**src/rtl/cc_pkg.sv**
```systemverilog
package cc_pkg;
   localparam int RUNIN_HALVES  = 14;
   localparam int FRAME_BITS    = 3;
   localparam int DATA_BITS     = 16;
   localparam int WINDOW_HALVES = RUNIN_HALVES + 2 * (FRAME_BITS + DATA_BITS);
   localparam logic [7:0] NULL_BYTE = 8'h80;

   typedef struct packed {
      logic [7:0] second;
      logic [7:0] first;
   } cc_pair_t;

   localparam cc_pair_t NULL_PAIR = '{second: NULL_BYTE, first: NULL_BYTE};
endpackage

```
**src/rtl/cc_half_clock.sv**
```systemverilog
module cc_half_clock #(
   parameter int CLK_PER_LINE = 1716,
   parameter int SLOTS        = 64,
   parameter int SLOT_W       = $clog2(SLOTS)
) (
   input  logic              clk,
   input  logic              rst_n,
   input  logic              line_start,
   output logic              slot_step,
   output logic [SLOT_W-1:0] slot_next
);
   localparam int ACC_W   = $clog2(CLK_PER_LINE + SLOTS) + 1;
   localparam int MAX_GAP = (CLK_PER_LINE + SLOTS - 1) / SLOTS;
   localparam int MIN_GAP = CLK_PER_LINE / SLOTS;
   localparam int GAP_W   = $clog2(MAX_GAP + 2) + 1;
   localparam logic [SLOT_W-1:0] LAST_SLOT = SLOT_W'(SLOTS - 1);

   logic [ACC_W-1:0]  acc, acc_sum;
   logic [SLOT_W-1:0] slot;
   logic              wrap;

   always_comb begin
      acc_sum = acc + ACC_W'(SLOTS);
      wrap    = !line_start && (acc_sum >= ACC_W'(CLK_PER_LINE));
   end

   always_comb begin
      slot_step = line_start || (wrap && slot != LAST_SLOT);
      if (line_start)
         slot_next = '0;
      else if (wrap && slot != LAST_SLOT)
         slot_next = slot + 1'b1;
      else
         slot_next = slot;
   end

   always_ff @(posedge clk or negedge rst_n) begin
      if (!rst_n) begin
         acc  <= '0;
         slot <= '0;
      end else begin
         slot <= slot_next;
         if (line_start)
            acc <= '0;
         else if (wrap)
            acc <= acc_sum - ACC_W'(CLK_PER_LINE);
         else
            acc <= acc_sum;
      end
   end

   // clocks since the last half-slot boundary, for the spacing check
   logic [GAP_W-1:0] gap;
   always_ff @(posedge clk or negedge rst_n) begin
      if (!rst_n)
         gap <= GAP_W'(1);
      else if (slot_step)
         gap <= GAP_W'(1);
      else if (gap != '1)
         gap <= gap + 1'b1;
   end

   a_r5_slot_spacing: assert property (@(posedge clk) disable iff (!rst_n)
      (wrap && !line_start && slot != LAST_SLOT) |->
         (gap <= GAP_W'(MAX_GAP) && gap >= GAP_W'(MIN_GAP)));
endmodule

```
**src/rtl/cc_line_track.sv**
```systemverilog
module cc_line_track #(
   parameter int CAPTION_LINE = 21,
   parameter int LINE_W       = $clog2(CAPTION_LINE + 2)
) (
   input  logic clk,
   input  logic rst_n,
   input  logic line_start,
   input  logic field_start,
   output logic caption_next,
   output logic caption_now
);
   logic [LINE_W-1:0] line_no, line_no_next;

   always_comb begin
      if (field_start)
         line_no_next = LINE_W'(1);
      else if (line_start && line_no != '1)
         line_no_next = line_no + 1'b1;
      else
         line_no_next = line_no;
      caption_next = (line_no_next == LINE_W'(CAPTION_LINE));
      caption_now  = (line_no == LINE_W'(CAPTION_LINE));
   end

   // saturated count until the first field start: no caption line yet
   always_ff @(posedge clk or negedge rst_n) begin
      if (!rst_n)
         line_no <= '1;
      else
         line_no <= line_no_next;
   end

   a_r6_field_restart: assert property (@(posedge clk) disable iff (!rst_n)
      field_start |=> (line_no == LINE_W'(1)));
endmodule

```
**src/rtl/cc_field_regs.sv**
```systemverilog
module cc_field_regs
   import cc_pkg::*;
(
   input  logic       clk,
   input  logic       rst_n,
   input  logic       wr_en,
   input  logic [1:0] wr_addr,
   input  logic [7:0] wr_data,
   input  logic       field_start,
   input  logic       field_odd,
   output cc_pair_t   active
);
   cc_pair_t [1:0] staged_v;
   logic     [1:0] pend_v;
   logic           sel_idx;

   assign sel_idx = field_odd ? 1'b0 : 1'b1;

   for (genvar f = 0; f < 2; f++) begin : g_pair
      cc_pair_t stg;
      logic     pend;
      logic     load_here;
      assign load_here = field_start && (sel_idx == 1'(f));

      always_ff @(posedge clk or negedge rst_n) begin
         if (!rst_n) begin
            stg  <= NULL_PAIR;
            pend <= 1'b0;
         end else begin
            if (load_here) begin
               stg  <= NULL_PAIR;
               pend <= 1'b0;
            end
            if (wr_en && wr_addr[1] == 1'(f)) begin
               if (wr_addr[0]) stg.second <= wr_data;
               else            stg.first  <= wr_data;
               pend <= 1'b1;
            end
         end
      end
      assign staged_v[f] = stg;
      assign pend_v[f]   = pend;
   end

   always_ff @(posedge clk or negedge rst_n) begin
      if (!rst_n)
         active <= NULL_PAIR;
      else if (field_start)
         active <= pend_v[sel_idx] ? staged_v[sel_idx] : NULL_PAIR;
   end

   a_r8_null_load: assert property (@(posedge clk) disable iff (!rst_n)
      (field_start && !pend_v[sel_idx]) |=> (active == NULL_PAIR));
   a_r7_no_tear: assert property (@(posedge clk) disable iff (!rst_n)
      !field_start |=> $stable(active));
endmodule

```
**src/rtl/cc_serializer.sv**
```systemverilog
module cc_serializer
   import cc_pkg::*;
#(
   parameter int START_HALF = 4,
   parameter int SLOT_W     = 6
) (
   input  logic              clk,
   input  logic              rst_n,
   input  logic              slot_step,
   input  logic [SLOT_W-1:0] slot_next,
   input  logic              caption_next,
   input  cc_pair_t          pair,
   output logic              data_out,
   output logic              data_valid
);
   function automatic logic level_at(input int k, input cc_pair_t p);
      logic [DATA_BITS-1:0] v;
      v = p;
      if (k < RUNIN_HALVES)
         return (k % 2) == 0;
      else if (k < RUNIN_HALVES + 2 * FRAME_BITS)
         return ((k - RUNIN_HALVES) / 2) == FRAME_BITS - 1;
      else
         return v[4'((k - RUNIN_HALVES - 2 * FRAME_BITS) / 2)];
   endfunction

   int   k;
   logic in_win;
   logic lvl;

   always_comb begin
      k      = int'(slot_next) - START_HALF;
      in_win = caption_next && (k >= 0) && (k < WINDOW_HALVES);
      lvl    = in_win ? level_at(k, pair) : 1'b0;
   end

   always_ff @(posedge clk or negedge rst_n) begin
      if (!rst_n) begin
         data_out   <= 1'b0;
         data_valid <= 1'b0;
      end else begin
         data_valid <= slot_step && in_win;
         if (slot_step)
            data_out <= lvl;
      end
   end
endmodule

```
**src/rtl/cc_line_inserter.sv**
```systemverilog
module cc_line_inserter
   import cc_pkg::*;
#(
   parameter int CLK_PER_LINE   = 1716,
   parameter int SLOTS_PER_LINE = 64,
   parameter int CAPTION_LINE   = 21,
   parameter int START_HALF     = 4
) (
   input  logic       clk,
   input  logic       rst_n,
   input  logic       line_start,
   input  logic       field_start,
   input  logic       field_odd,
   input  logic       wr_en,
   input  logic [1:0] wr_addr,
   input  logic [7:0] wr_data,
   output logic       data_out,
   output logic       data_valid
);
   localparam int SLOT_W = $clog2(SLOTS_PER_LINE);

   if (CAPTION_LINE < 2) begin : g_bad_line
      $error("CAPTION_LINE must be at least 2");
   end
   if (START_HALF + WINDOW_HALVES > SLOTS_PER_LINE) begin : g_bad_start
      $error("caption window does not fit in the line");
   end
   if (CLK_PER_LINE < SLOTS_PER_LINE) begin : g_bad_rate
      $error("CLK_PER_LINE must not be below SLOTS_PER_LINE");
   end

   logic              slot_step;
   logic [SLOT_W-1:0] slot_next;
   logic              caption_next, caption_now;
   cc_pair_t          active;

   cc_half_clock #(
      .CLK_PER_LINE (CLK_PER_LINE),
      .SLOTS        (SLOTS_PER_LINE),
      .SLOT_W       (SLOT_W)
   ) i_clock (
      .clk, .rst_n, .line_start, .slot_step, .slot_next
   );

   cc_line_track #(
      .CAPTION_LINE (CAPTION_LINE)
   ) i_track (
      .clk, .rst_n, .line_start, .field_start, .caption_next, .caption_now
   );

   cc_field_regs i_regs (
      .clk, .rst_n, .wr_en, .wr_addr, .wr_data, .field_start, .field_odd, .active
   );

   cc_serializer #(
      .START_HALF (START_HALF),
      .SLOT_W     (SLOT_W)
   ) i_ser (
      .clk, .rst_n, .slot_step, .slot_next, .caption_next,
      .pair (active), .data_out, .data_valid
   );

   a_r6_valid_on_caption: assert property (@(posedge clk) disable iff (!rst_n)
      data_valid |-> caption_now);
   a_r9_reset_quiet: assert property (@(posedge clk)
      !rst_n |-> (!data_out && !data_valid));
endmodule

```
**config.mk**
```make
export PLATFORM = sky130hd
export DESIGN_NAME = cc_line_inserter
export DESIGN_NICKNAME = d
export VERILOG_FILES = /design/src/rtl/cc_pkg.sv /design/src/rtl/cc_half_clock.sv /design/src/rtl/cc_line_track.sv /design/src/rtl/cc_field_regs.sv /design/src/rtl/cc_serializer.sv /design/src/rtl/cc_line_inserter.sv
export SDC_FILE = /design/constraint.sdc
export NUM_CORES = 1
export LEC_CHECK = 0
export ABC_CLOCK_PERIOD_IN_PS = 10200
export CAP_MARGIN = 20
export CORE_ASPECT_RATIO = 0.6
export CORE_MARGIN = 10
export CORE_UTILIZATION = 57
export CTS_BUF_LIST = sky130_fd_sc_hd__clkbuf_16
export CTS_CLUSTER_SIZE = 20
export DETAILED_ROUTE_END_ITERATION = 8
export DONT_BUFFER_PORTS = 1
export PLACE_DENSITY = 0.72
export REMOVE_ABC_BUFFERS = 1
export SLEW_MARGIN = 20
export SYNTH_ARGS = -nofsm -noshare
export SYNTH_HDL_FRONTEND = slang
export SYNTH_SLANG_ARGS = --single-unit
export TNS_END_PERCENT = 10
```
**constraint.sdc**
```tcl
create_clock -name clk -period 10.2 [get_ports clk]
set_clock_uncertainty 0.2 [all_clocks]
set_input_delay 2.04 -clock clk [delete_from_list [all_inputs] [get_ports clk]]
set_output_delay 2.04 -clock clk [all_outputs]
set_load 0.01 [all_outputs]
```
-- Word-level counts from Yosys, hierarchy flattened
Index checks and enable logic that the tools add are counted.
- register bits after elaboration: 75
- logic and storage cells: 82
- add/sub/neg operators: 9
- magnitude comparators: 7
- eq/ne operators: 4
- multiplexer cells: 30
- bitwise logic cells: 4
- reductions and logical operators: 15
- operator list (kind ; number):
    16-bit two-way mux ; 7
    32-bit by 1-bit adder with 32-bit output ; 1
    32-bit by 3-bit equality test with 1-bit output (second input constant) ; 1
    32-bit by 1-bit greater-or-equal comparator with 1-bit output (second input constant) ; 1
    32-bit logical NOT ; 1
    32-bit by 5-bit < comparator with 1-bit output (second input constant) ; 1
    32-bit by 6-bit < comparator with 1-bit output (second input constant) ; 1
    32-bit by 7-bit < comparator with 1-bit output (second input constant) ; 1
    8-bit two-way mux ; 4
    32-bit by 4-bit subtractor with 32-bit output (second input constant) ; 1
    32-bit by 5-bit subtractor with 32-bit output (second input constant) ; 1
    12-bit two-way mux ; 2
    12-bit by 7-bit adder with 12-bit output (second input constant) ; 1
    12-bit by 11-bit greater-or-equal comparator with 1-bit output (second input constant) ; 1
    1-bit two-way mux ; 12
    6-bit two-way mux ; 2
    12-bit by 11-bit subtractor with 12-bit output (second input constant) ; 1
    1-bit logical AND ; 10
    5-bit two-way mux ; 2
    6-bit by 3-bit subtractor with 7-bit output (second input constant) ; 1
    6-bit by 1-bit adder with 6-bit output (second input constant) ; 1
    4-bit by 6-bit < comparator with 1-bit output (second input constant) ; 1
    6-bit != test (second input constant) ; 1
    5-bit by 1-bit adder with 5-bit output (second input constant) ; 1
    other kinds (10) ; 13

-- Logic depth before layout (Yosys ltp)
Gate-level depths: netlist of run 1.
- word-level depth: 17
- depth in mapped cells: 34
- gate-level depth less buffers: 34

-- Cells and area by module
From an unflattened synthesis of run 1, not the netlist that was laid out.
- cells, all modules: 463
- area total of the unflattened synthesis: 4805.9 µm²
- modules (own cells, without submodules) (module ; instances ; cells an instance ; area each (µm²) ; seq. area each (µm²)):
    cc_field_regs ; 1 ; 198 ; 2368.5 ; 1258.7
    cc_half_clock ; 1 ; 131 ; 1229.9 ; 400.4
    cc_serializer ; 1 ; 101 ; 872.1 ; 50.0
    cc_line_track ; 1 ; 33 ; 335.3 ; 131.4

-- Worst setup path before layout of run 1
OpenSTA, ideal clock, no wires.
- path type: input port to flip-flop
- start: input line_start
- end: register i_ser.data_out
- library setup time: 0.134 ns
- arrival time: 7.291 ns
- slack: 2.576 ns
- stages on the path: 27
- path through: buf_6 -> buf_2 -> or2_2 -> ha_1 -> and2b_2 -> a211oi_1 -> nor2_1 -> a21oi_4 -> inv_1 -> ha_1 -> nor3_1 -> nand4_1 -> nor4_1 -> nand3_1 -> or3_1 -> xnor2_1 -> nor3_1 -> ha_1 -> ha_1 -> xor2_1 -> xnor2_1 -> mux4_2 -> nand2_1 -> a21oi_1 -> o21a_1 -> a211oi_1 -> o31ai_2
- cells in the longest elaborated chain, start to end: 16
- RTL lines (what ; RTL line ; text):
    start: declaration ; cc_line_inserter.sv:11 ; input logic line_start,
    1-bit logical NOT ; cc_half_clock.sv:24 ; wrap = !line_start && (acc_sum >= ACC_W'(CLK_PER_LINE));
    1-bit logical AND ; cc_half_clock.sv:24 ;
    1-bit logical AND ; cc_half_clock.sv:28, cc_half_clock.sv:31 ;
    6-bit two-way mux ; cc_half_clock.sv:31 ; else if (wrap && slot != LAST_SLOT)
    6-bit two-way mux ; cc_half_clock.sv:29 ; if (line_start)
    6-bit by 3-bit subtractor with 7-bit output ; cc_serializer.sv:32 ; k = int'(slot_next) - START_HALF;
    32-bit by 5-bit subtractor with 32-bit output ; cc_serializer.sv:22, cc_serializer.sv:24 ;
    32-bit by 4-bit subtractor with 32-bit output ; cc_serializer.sv:24 ; return v[4'((k - RUNIN_HALVES - 2 * FRAME_BITS) / 2)];
    1-bit AND (no line) ; n/a ;
    4-bit by 1-bit adder with 4-bit output (no line) ; n/a ;
    1-bit binary-select mux with 4-bit select ; cc_serializer.sv:24 ;
    1-bit two-way mux (not written as such) (2 in a row) ; cc_serializer.sv:24 ;
    1-bit two-way mux ; cc_serializer.sv:21 ; else if (k < RUNIN_HALVES + 2 * FRAME_BITS)
    1-bit two-way mux ; cc_serializer.sv:19 ; if (k < RUNIN_HALVES)
    1-bit two-way mux ; cc_serializer.sv:34 ; lvl = in_win ? level_at(k, pair) : 1'b0;
    end signal: assignment ; cc_serializer.sv:44 ; data_out <= lvl;
    end: declaration ; cc_serializer.sv:13 ; output logic data_out,
Parallel ways exist; a longest one is shown, timed or not. The select of a mux whose other input is x is not followed.
A chain may end at the register's enable or synchronous reset.

-- Final worst setup path of run 1
- start: register i_clock.acc[7]
- end: register i_ser.data_out
- cells in the longest elaborated chain, start to end: 17
- RTL lines (what ; RTL line ; text):
    start: declaration ; cc_half_clock.sv:18 ; logic [ACC_W-1:0] acc, acc_sum;
    start signal: assignment ; cc_half_clock.sv:46 ; acc <= acc_sum - ACC_W'(CLK_PER_LINE);
    start signal: assignment ; cc_half_clock.sv:48 ; acc <= acc_sum;
    12-bit by 7-bit adder with 12-bit output * ; cc_half_clock.sv:23 ; acc_sum = acc + ACC_W'(SLOTS);
    12-bit by 11-bit greater-or-equal comparator with 1-bit output * ; cc_half_clock.sv:24 ;
    1-bit logical AND * ; cc_half_clock.sv:24 ;
    1-bit logical AND * ; cc_half_clock.sv:28, cc_half_clock.sv:31 ;
    6-bit two-way mux ; cc_half_clock.sv:31 ;
    6-bit two-way mux ; cc_half_clock.sv:29 ;
    6-bit by 3-bit subtractor with 7-bit output ; cc_serializer.sv:32 ;
    32-bit by 5-bit subtractor with 32-bit output ; cc_serializer.sv:22, cc_serializer.sv:24 ;
    32-bit by 4-bit subtractor with 32-bit output ; cc_serializer.sv:24 ;
    1-bit AND (no line) ; n/a ;
    4-bit by 1-bit adder with 4-bit output (no line) ; n/a ;
    1-bit binary-select mux with 4-bit select ; cc_serializer.sv:24 ;
    1-bit two-way mux (not written as such) (2 in a row) ; cc_serializer.sv:24 ;
    1-bit two-way mux ; cc_serializer.sv:21 ;
    1-bit two-way mux ; cc_serializer.sv:19 ;
    1-bit two-way mux ; cc_serializer.sv:34 ;
Mark *: on every way between the ends. The rest lies on a longest branch, timed or not. The select of a mux whose other input is x is not followed.

==> metrics.txt, run 1 <==
cell with the most instances on the worst path sky130_fd_sc_hd__ha_1; Max FO, Critical Path 8; commonest non-fill, non-tap cells in the layout sky130_fd_sc_hd__nand2_1 (92), sky130_fd_sc_hd__dfrtp_1 (62), sky130_fd_sc_hd__nor2_1 (47), sky130_fd_sc_hd__inv_1 (34), sky130_fd_sc_hd__nand3_1 (34); net load switching power 0.168 mW; total vias in the final route 4521; Layout Cell Area excl Fill 5660 um2; leakage power figure 2.43 nW; proportion of synthesized chip area in sequential cells 34.6%; # nets final 631; detailed-router iteration count before antenna repair 6; non-filler cells, final 708; PostCTS Resize Cnt 0; global-route track usage on met1 31.0%; max-cap viol count 0; outcome finished, final reports clean; number of setup violations in the final report 0; core region area 9120 um2; number of inserted diodes 0; worst reg2reg endpoint i_ser.data_out$_DFFE_PN0P_; final count of hold timing violations 0; CP Class reg -> reg; most frequent standard cell in the layout excluding fill and tap cells sky130_fd_sc_hd__nand2_1; number of enable flip-flop cells after synthesis 0; first-pass GRT wire length 22800 um; worst-case setup slack after placement 1880 ps; number of nets still failing antenna checks after routing 0; Tcrit/Tclk final 83.1%; number of antenna violations at the first check in global routing 0; class of the tightest hold or removal check reg -> reg; share of post-route cells with drive strength above 1 11.8%; x dimension of the die 145 um; area of the die 13700 um2; number of cells produced by synthesis 598; critical path startpoint category flip-flop; internal reg-to-reg setup slack 1730 ps; number of levels the H-tree was split into 3; Register Area 1840 um2; launch point of the worst hold path i_regs.g_pair[0].pend$_DFFE_PN0P_; slew at the pin closest to its max-slew limit 1040 ps; Yosys cell types 86; routed vias/inst 6.39; Iter 0 DRT Violations 514; Data required, critical path 10220 ps; Post-Route Setup TNS 0 ps; dpl hpwl 10300 um; Die Span Y 94.8 um; Initial Util 58.3%; IO Port Bufs 0; area of the mapped netlist 5320 um2; Max transition margin 30.8%; Cells on Worst Hold Path 1; type of element capturing the critical path flip-flop; Achievable Freq 118 MHz; routability congestion estimate 0.988; net switching fraction of the power 23.5%; buffer cell driving the clock tree root sky130_fd_sc_hd__clkbuf_16; Total Routing Usage GR 21.1%; remaining global-route overflow 0; Async S/R FF share, synth 100%; filler cell count in the final layout 766; top flip-flop cell by instance count after synthesis sky130_fd_sc_hd__dfrtp_1; share of power burned in the clock network 46.7%; power density relative to cell area 126 nW/um2; PnR worst setup slack 1730 ps; clock latency on the worst-skew pair 340 ps; pin count of the biggest net entering global routing 74; global routing usage on met3 6.07%; placement-stage cell area 5350 um2; per-instance average area after synthesis 8.89 um2; start of the worst register-to-register path i_clock.acc[7]$_DFF_PN0_; CTS tree built; warnings from Yosys 0; worst supply voltage drop on vdd 100 uV; drt wl/cell 19.5 um; Area Overhead vs Synth 6.49%; highest-utilization routing layer at the global route stage met1; time the final worst path needs with I/O delays and setup 8470 ps; DR DRC count 0; number of hold-repair buffers added at the cts stage 0; setup repair after global routing missed its margin no; sequential share of power 45.6%; I/O pins 18; total chip power 0.716 mW; area of the multi-input gates 3230 um2; cell type of the slowest stage on the worst timing path sky130_fd_sc_hd__nor4_2; max-slew violation total from the final report 0; hold worst-path end i_regs.g_pair[0].pend$_DFFE_PN0P_; combinational group share of total power 7.7%; CP peak stage delay 490 ps; clock slew seen by the registers of the worst setup and hold paths 60 ps; Int Pwr 0.548 mW; vias in the first global route 4291; register bit count reported by yosys 73; placed instance count 692; TritonCTS Sinks 73; arrival time of data at the critical path endpoint 8490 ps; detailed-route wire length 13800 um; Reg2Reg Depth 34; # Post-CTS Setup Buffers 0; Row Count 27; GRT met2 Usage 29.7%; maximum number of buffers from clock root to sink 2; clock buffers created by TritonCTS 9
power by group through the flow:
stage	sequential [mW]	clock, mW	combinational, mW
detailed placement	0.331	0	0.0544
CTS	0.326	0.337	0.0550
finish	0.327	0.334	0.0552
global route	0.329	0.351	0.0623
floorplan	0.327	0	0.0429
global placement	0.330	0	0.0518
kinds of logic after synthesis:
| logic type | synth area share, % |
|---|---|
| AND/OR/NAND/NOR | 25.5 |
| adder cells (fa/ha/maj) | 6.77 |
| AO/OA/AOI/OAI | 16.4 |
| buffers and inverters | 4.66 |
| XOR/XNOR | 5.69 |
| flip-flops | 34.6 |
| multiplexers | 6.33 |
synthesized netlist by cell type (4+ instances only):
cell	count	share of area (%)
sky130_fd_sc_hd__a211o_1	4	0.66
sky130_fd_sc_hd__a211oi_1	5	0.71
sky130_fd_sc_hd__a21o_1	4	0.56
sky130_fd_sc_hd__a21oi_1	13	1.2
sky130_fd_sc_hd__a31oi_1	4	0.47
sky130_fd_sc_hd__and3_1	6	0.71
sky130_fd_sc_hd__buf_1	4	0.28
sky130_fd_sc_hd__clkbuf_1	11	0.78
sky130_fd_sc_hd__dfrtp_1	62	29
sky130_fd_sc_hd__dfstp_2	11	5.4
sky130_fd_sc_hd__ha_1	28	6.6
sky130_fd_sc_hd__inv_1	34	2.4
sky130_fd_sc_hd__mux2i_1	19	3.6
sky130_fd_sc_hd__mux4_2	4	1.7
sky130_fd_sc_hd__nand2_1	92	6.5
sky130_fd_sc_hd__nand3_1	34	3.2
sky130_fd_sc_hd__nand4_1	7	0.82
sky130_fd_sc_hd__nor2_1	47	3.3
sky130_fd_sc_hd__nor2b_1	7	0.82
sky130_fd_sc_hd__nor3_1	18	1.7
sky130_fd_sc_hd__nor4_1	5	0.59
sky130_fd_sc_hd__o2111ai_1	4	0.66
sky130_fd_sc_hd__o211ai_1	7	0.99
sky130_fd_sc_hd__o21a_1	5	0.71
sky130_fd_sc_hd__o21ai_0	22	2.1
sky130_fd_sc_hd__o22ai_1	14	1.6
sky130_fd_sc_hd__or2_2	5	0.59
sky130_fd_sc_hd__or3_1	4	0.47
sky130_fd_sc_hd__xnor2_1	20	3.3
sky130_fd_sc_hd__xor2_1	12	2.0
stage by stage:
| step | util, % | hold slack [ps] |
|---|---|---|
| global placement | 58.7 | 255 |
| CTS | 62.1 | 276 |
| detailed placement | 58.7 | 264 |
| global route | 62.1 | 305 |
| floorplan | - | 242 |
| finish | 62.1 | 275 |
critical path, delay by kind of cell, from the launching register on:
kind	cells	cell delay (ps)
xor gates and xnor gates	4	730
buffers and inverters	2	210
and+or+nand+nor	15	3590
AOI/OAI and AO/OA	7	1510
muxes	1	360
DFF	1	430
adders and majority gates	5	1330
worst max path at each step:
stage,startpoint,to,slack (ps),depth (start not counted)
global placement,i_clock.acc[7]$_DFF_PN0_,i_ser.data_out$_DFFE_PN0P_,2360,34
detailed placement,i_clock.acc[7]$_DFF_PN0_,i_ser.data_out$_DFFE_PN0P_,1880,34
floorplan,line_start,i_ser.data_out$_DFFE_PN0P_,2890,25
finish,i_clock.acc[7]$_DFF_PN0_,i_ser.data_out$_DFFE_PN0P_,1730,34
global route,i_clock.acc[7]$_DFF_PN0_,i_ser.data_out$_DFFE_PN0P_,1120,34
CTS,i_clock.acc[7]$_DFF_PN0_,i_ser.data_out$_DFFE_PN0P_,1840,34
area by class of cell:
type / count / share of cell area, %
multi-input combinational: 467 / 57.0
clock buffer: 9 / 3.98
tap: 116 / 2.56
inverter: 36 / 2.43
sequential: 73 / 32.5
clock inverter: 7 / 1.50
per-layer routing:
layer  share of wire (%)  up-vias  routed length (um)
met3                 8.0       12                1100
li1                    -     2106                   -
met2                  43      180                5890
met1                  48     2223                6690
met4                0.78        0                 108
met5                   0        -                   0
flip-flops by register name, indices dropped and copies added, names as in the netlist:
| signal | cells |
|---|---|
| i_track.line_no | 5 |
| i_clock.acc | 10 |
| i_clock.slot | 6 |
| i_ser.data_out | 1 |
| i_ser.data_valid | 1 |
| i_regs.g_pair.stg | 32 |
| i_regs.g_pair.pend | 2 |
| i_regs.active | 16 |
Note: power is estimated with default switching activity, not from simulation.
==> run 2: changes to the inputs <==
--- a/config.mk
+++ b/config.mk
@@ -5,7 +5,7 @@
 export SDC_FILE = /design/constraint.sdc
 export NUM_CORES = 1
 export LEC_CHECK = 0
-export ABC_CLOCK_PERIOD_IN_PS = 10200
+export ABC_CLOCK_PERIOD_IN_PS = 7600
 export CAP_MARGIN = 20
 export CORE_ASPECT_RATIO = 0.6
 export CORE_MARGIN = 10
@@ -14,7 +14,7 @@
 export CTS_CLUSTER_SIZE = 20
 export DETAILED_ROUTE_END_ITERATION = 8
 export DONT_BUFFER_PORTS = 1
-export PLACE_DENSITY = 0.72
+export PLACE_DENSITY = 0.75
 export REMOVE_ABC_BUFFERS = 1
 export SLEW_MARGIN = 20
 export SYNTH_ARGS = -nofsm -noshare
==> constraint.sdc (replaced) <==
create_clock -name clk -period 7.6 [get_ports clk]
set_clock_uncertainty 0.2 [all_clocks]
set_input_delay 1.52 -clock clk [delete_from_list [all_inputs] [get_ports clk]]
set_output_delay 1.52 -clock clk [all_outputs]
set_load 0.01 [all_outputs]
==> run 2 against run 1 <==
  * Via count rose by 2.3%
  * Clock-buffer cell count did not move
  * Clock power rose by 33%
  * Non-clock buffer count rose by 10
  * Register-to-register slack got worse by 1400 ps
  * Die area did not move
  * First-iteration DRC count fell by 14%
  * Maximum frequency rose by 17%
  * Cell count rose by 1.4%
  * Largest power group unchanged
  * Sequential power rose by 34%
  * Sequential share of layout area fell by 1.0 points
  * Highest routed layer unchanged
  * Global-route usage fell by 0.72 points
==> metrics.txt, run 2 (same netlist as run 1, synthesis figures left out) <==
buffer cell driving the clock tree root sky130_fd_sc_hd__clkbuf_16; area of the multi-input gates 3340 um2; Cells on Worst Hold Path 2; Area Overhead vs Synth 10.1%; x dimension of the die 145 um; routability congestion estimate 0.947; launch point of the worst hold path i_regs.g_pair[1].stg[15]$_DFF_PN1_; max-cap viol count 0; TritonCTS Sinks 73; largest registers i_regs.g_pair.stg (32), i_regs.active (16), i_clock.acc (10); Max transition margin 34.7%; hold worst-path end i_regs.g_pair[1].stg[15]$_DFF_PN1_; clock latency on the worst-skew pair 340 ps; total chip power 0.963 mW; leakage power figure 2.48 nW; routed vias/inst 6.44; PnR worst setup slack 352 ps; cell with the most instances on the worst path sky130_fd_sc_hd__ha_1; CTS tree built; time the final worst path needs with I/O delays and setup 7250 ps; Max FO, Critical Path 6; cell type of the slowest stage on the worst timing path sky130_fd_sc_hd__dfrtp_1; I/O pins 18; share of post-route cells with drive strength above 1 16.8%; register ranked first by flip-flop count i_regs.g_pair.stg; area of the die 13700 um2; pin count of the biggest net entering global routing 74; Initial Util 58.3%; max FFs per register 32; internal reg-to-reg setup slack 350 ps; number of levels the H-tree was split into 3; critical path startpoint category flip-flop; clock slew seen by the registers of the worst setup and hold paths 60 ps; final count of hold timing violations 0; worst reg2reg endpoint i_ser.data_out$_DFFE_PN0P_; slew at the pin closest to its max-slew limit 978 ps; Tcrit/Tclk final 95.4%; smallest hold slack 271 ps; Reg2Reg Depth 34; worst-case setup slack after placement -248 ps; worst supply voltage drop on vdd 163 uV; number of hold-repair buffers added at the cts stage 0; Post-Route Setup TNS 0 ps; outcome finished, final reports clean; commonest non-fill, non-tap cells in the layout sky130_fd_sc_hd__nand2_1 (92), sky130_fd_sc_hd__dfrtp_1 (60), sky130_fd_sc_hd__nor2_1 (46), sky130_fd_sc_hd__inv_1 (35), sky130_fd_sc_hd__nand3_1 (34); max-slew violation total from the final report 0; detailed-router iteration count before antenna repair 6; CP Class reg -> reg; Register Area 1840 um2; detailed-route wire length 13900 um; core region area 9120 um2; type of element capturing the critical path flip-flop; Data required, critical path 7610 ps; start of the worst register-to-register path i_clock.acc[2]$_DFFE_PN0P_; maximum number of buffers from clock root to sink 2; # nets final 641; first-pass GRT wire length 22300 um; IO Port Bufs 0; total vias in the final route 4627; number of setup violations in the final report 0; clock buffers created by TritonCTS 9; class of the tightest hold or removal check reg -> reg; Total Routing Usage GR 20.4%; Iter 0 DRT Violations 440; Die Span Y 94.8 um; remaining global-route overflow 0; number of antenna violations at the first check in global routing 0; power density relative to cell area 164 nW/um2; DR DRC count 0; drt wl/cell 19.4 um; arrival time of data at the critical path endpoint 7250 ps; CP peak stage delay 370 ps; number of inserted diodes 0; number of nets still failing antenna checks after routing 0; vias in the first global route 4307; most frequent standard cell in the layout excluding fill and tap cells sky130_fd_sc_hd__nand2_1; Achievable Freq 138 MHz; dpl hpwl 10200 um; Row Count 27; filler cell count in the final layout 737
-- run 2: cell types whose count changed in the layout (fill, tap and decap cells not counted), moves of 2 or more --
cell                       previous run  this run
sky130_fd_sc_hd__dfrtp_1             62        60
sky130_fd_sc_hd__clkinv_1             3         1
sky130_fd_sc_hd__nor3_1              18        15
sky130_fd_sc_hd__nor4_2               2         0
sky130_fd_sc_hd__buf_4                0        10
sky130_fd_sc_hd__nor3_2               3         6
sky130_fd_sc_hd__a211oi_1             5         3
sky130_fd_sc_hd__ha_2                 0         6
sky130_fd_sc_hd__nor4_4               0         2
sky130_fd_sc_hd__dfrtp_2              0         2
sky130_fd_sc_hd__ha_1                28        21
-- run 2: layout make-up --
type	instances	area share, %
repair buffers	10	1.28
well taps	116	2.48
flip-flops and latches	73	31.5
clock buffers	9	3.84
clock inverters	7	1.50
multi-input cells	467	57.1
inverters	36	2.35
-- run 2: timing repair --
action                                  4_1_cts  5_1_grt
resized for setup                             4       21
endpoints found under the setup margin        1        1
endpoints found under the hold margin         0        0
pin swaps                                     0        3
setup buffers                                 0        3
-- run 2: per-layer routing --
layer / global-route usage, % / share of wire, %
met1: 30.6 / 49
met2: 29.0 / 43
met4: 3.35 / 0.86
met3: 5.26 / 7.3
met5: 0 / 0
-- run 2: worst max-delay path by stage --
stage | start | slack (ps) | to | cells after the start
after floorplan | i_clock.acc[7]$_DFF_PN0_ | 340 | i_ser.data_out$_DFFE_PN0P_ | 34
after global placement | i_clock.acc[6]$_DFF_PN0_ | 160 | i_ser.data_out$_DFFE_PN0P_ | 33
after detailed placement | i_clock.acc[6]$_DFF_PN0_ | -250 | i_ser.data_out$_DFFE_PN0P_ | 33
after CTS | i_clock.acc[6]$_DFF_PN0_ | 10 | i_ser.data_out$_DFFE_PN0P_ | 33
after global routing | i_clock.acc[2]$_DFFE_PN0P_ | -60 | i_ser.data_out$_DFFE_PN0P_ | 34
final | i_clock.acc[2]$_DFFE_PN0P_ | 350 | i_ser.data_out$_DFFE_PN0P_ | 34
-- run 2: power breakdown --
part / leakage (nW) / internal, mW / switching, mW
Combinational: 1.38 / 0.0343 / 0.0441
Clock: 0.156 / 0.285 / 0.161
Sequential: 0.947 / 0.420 / 0.0188
-- run 2: critical path: cells and delay by family, from the launching register on --
kind            cells  cell delay, ps
flops               1             370
xor+xnor            4             700
fa+ha+maj           5            1230
simple gates       15            2770
compound gates      7            1270
mux                 1             370
buf+inv             2             180
-- run 2: metrics by stage --
step | util, % | cell area (um2) | std cells
floorplan | - | 5210 | 576
global placement | 59.3 | 5410 | 699
detailed placement | 59.3 | 5410 | 699
CTS | 63.0 | 5750 | 715
global route | 64.2 | 5860 | 718
finish | 64.2 | 5860 | 718
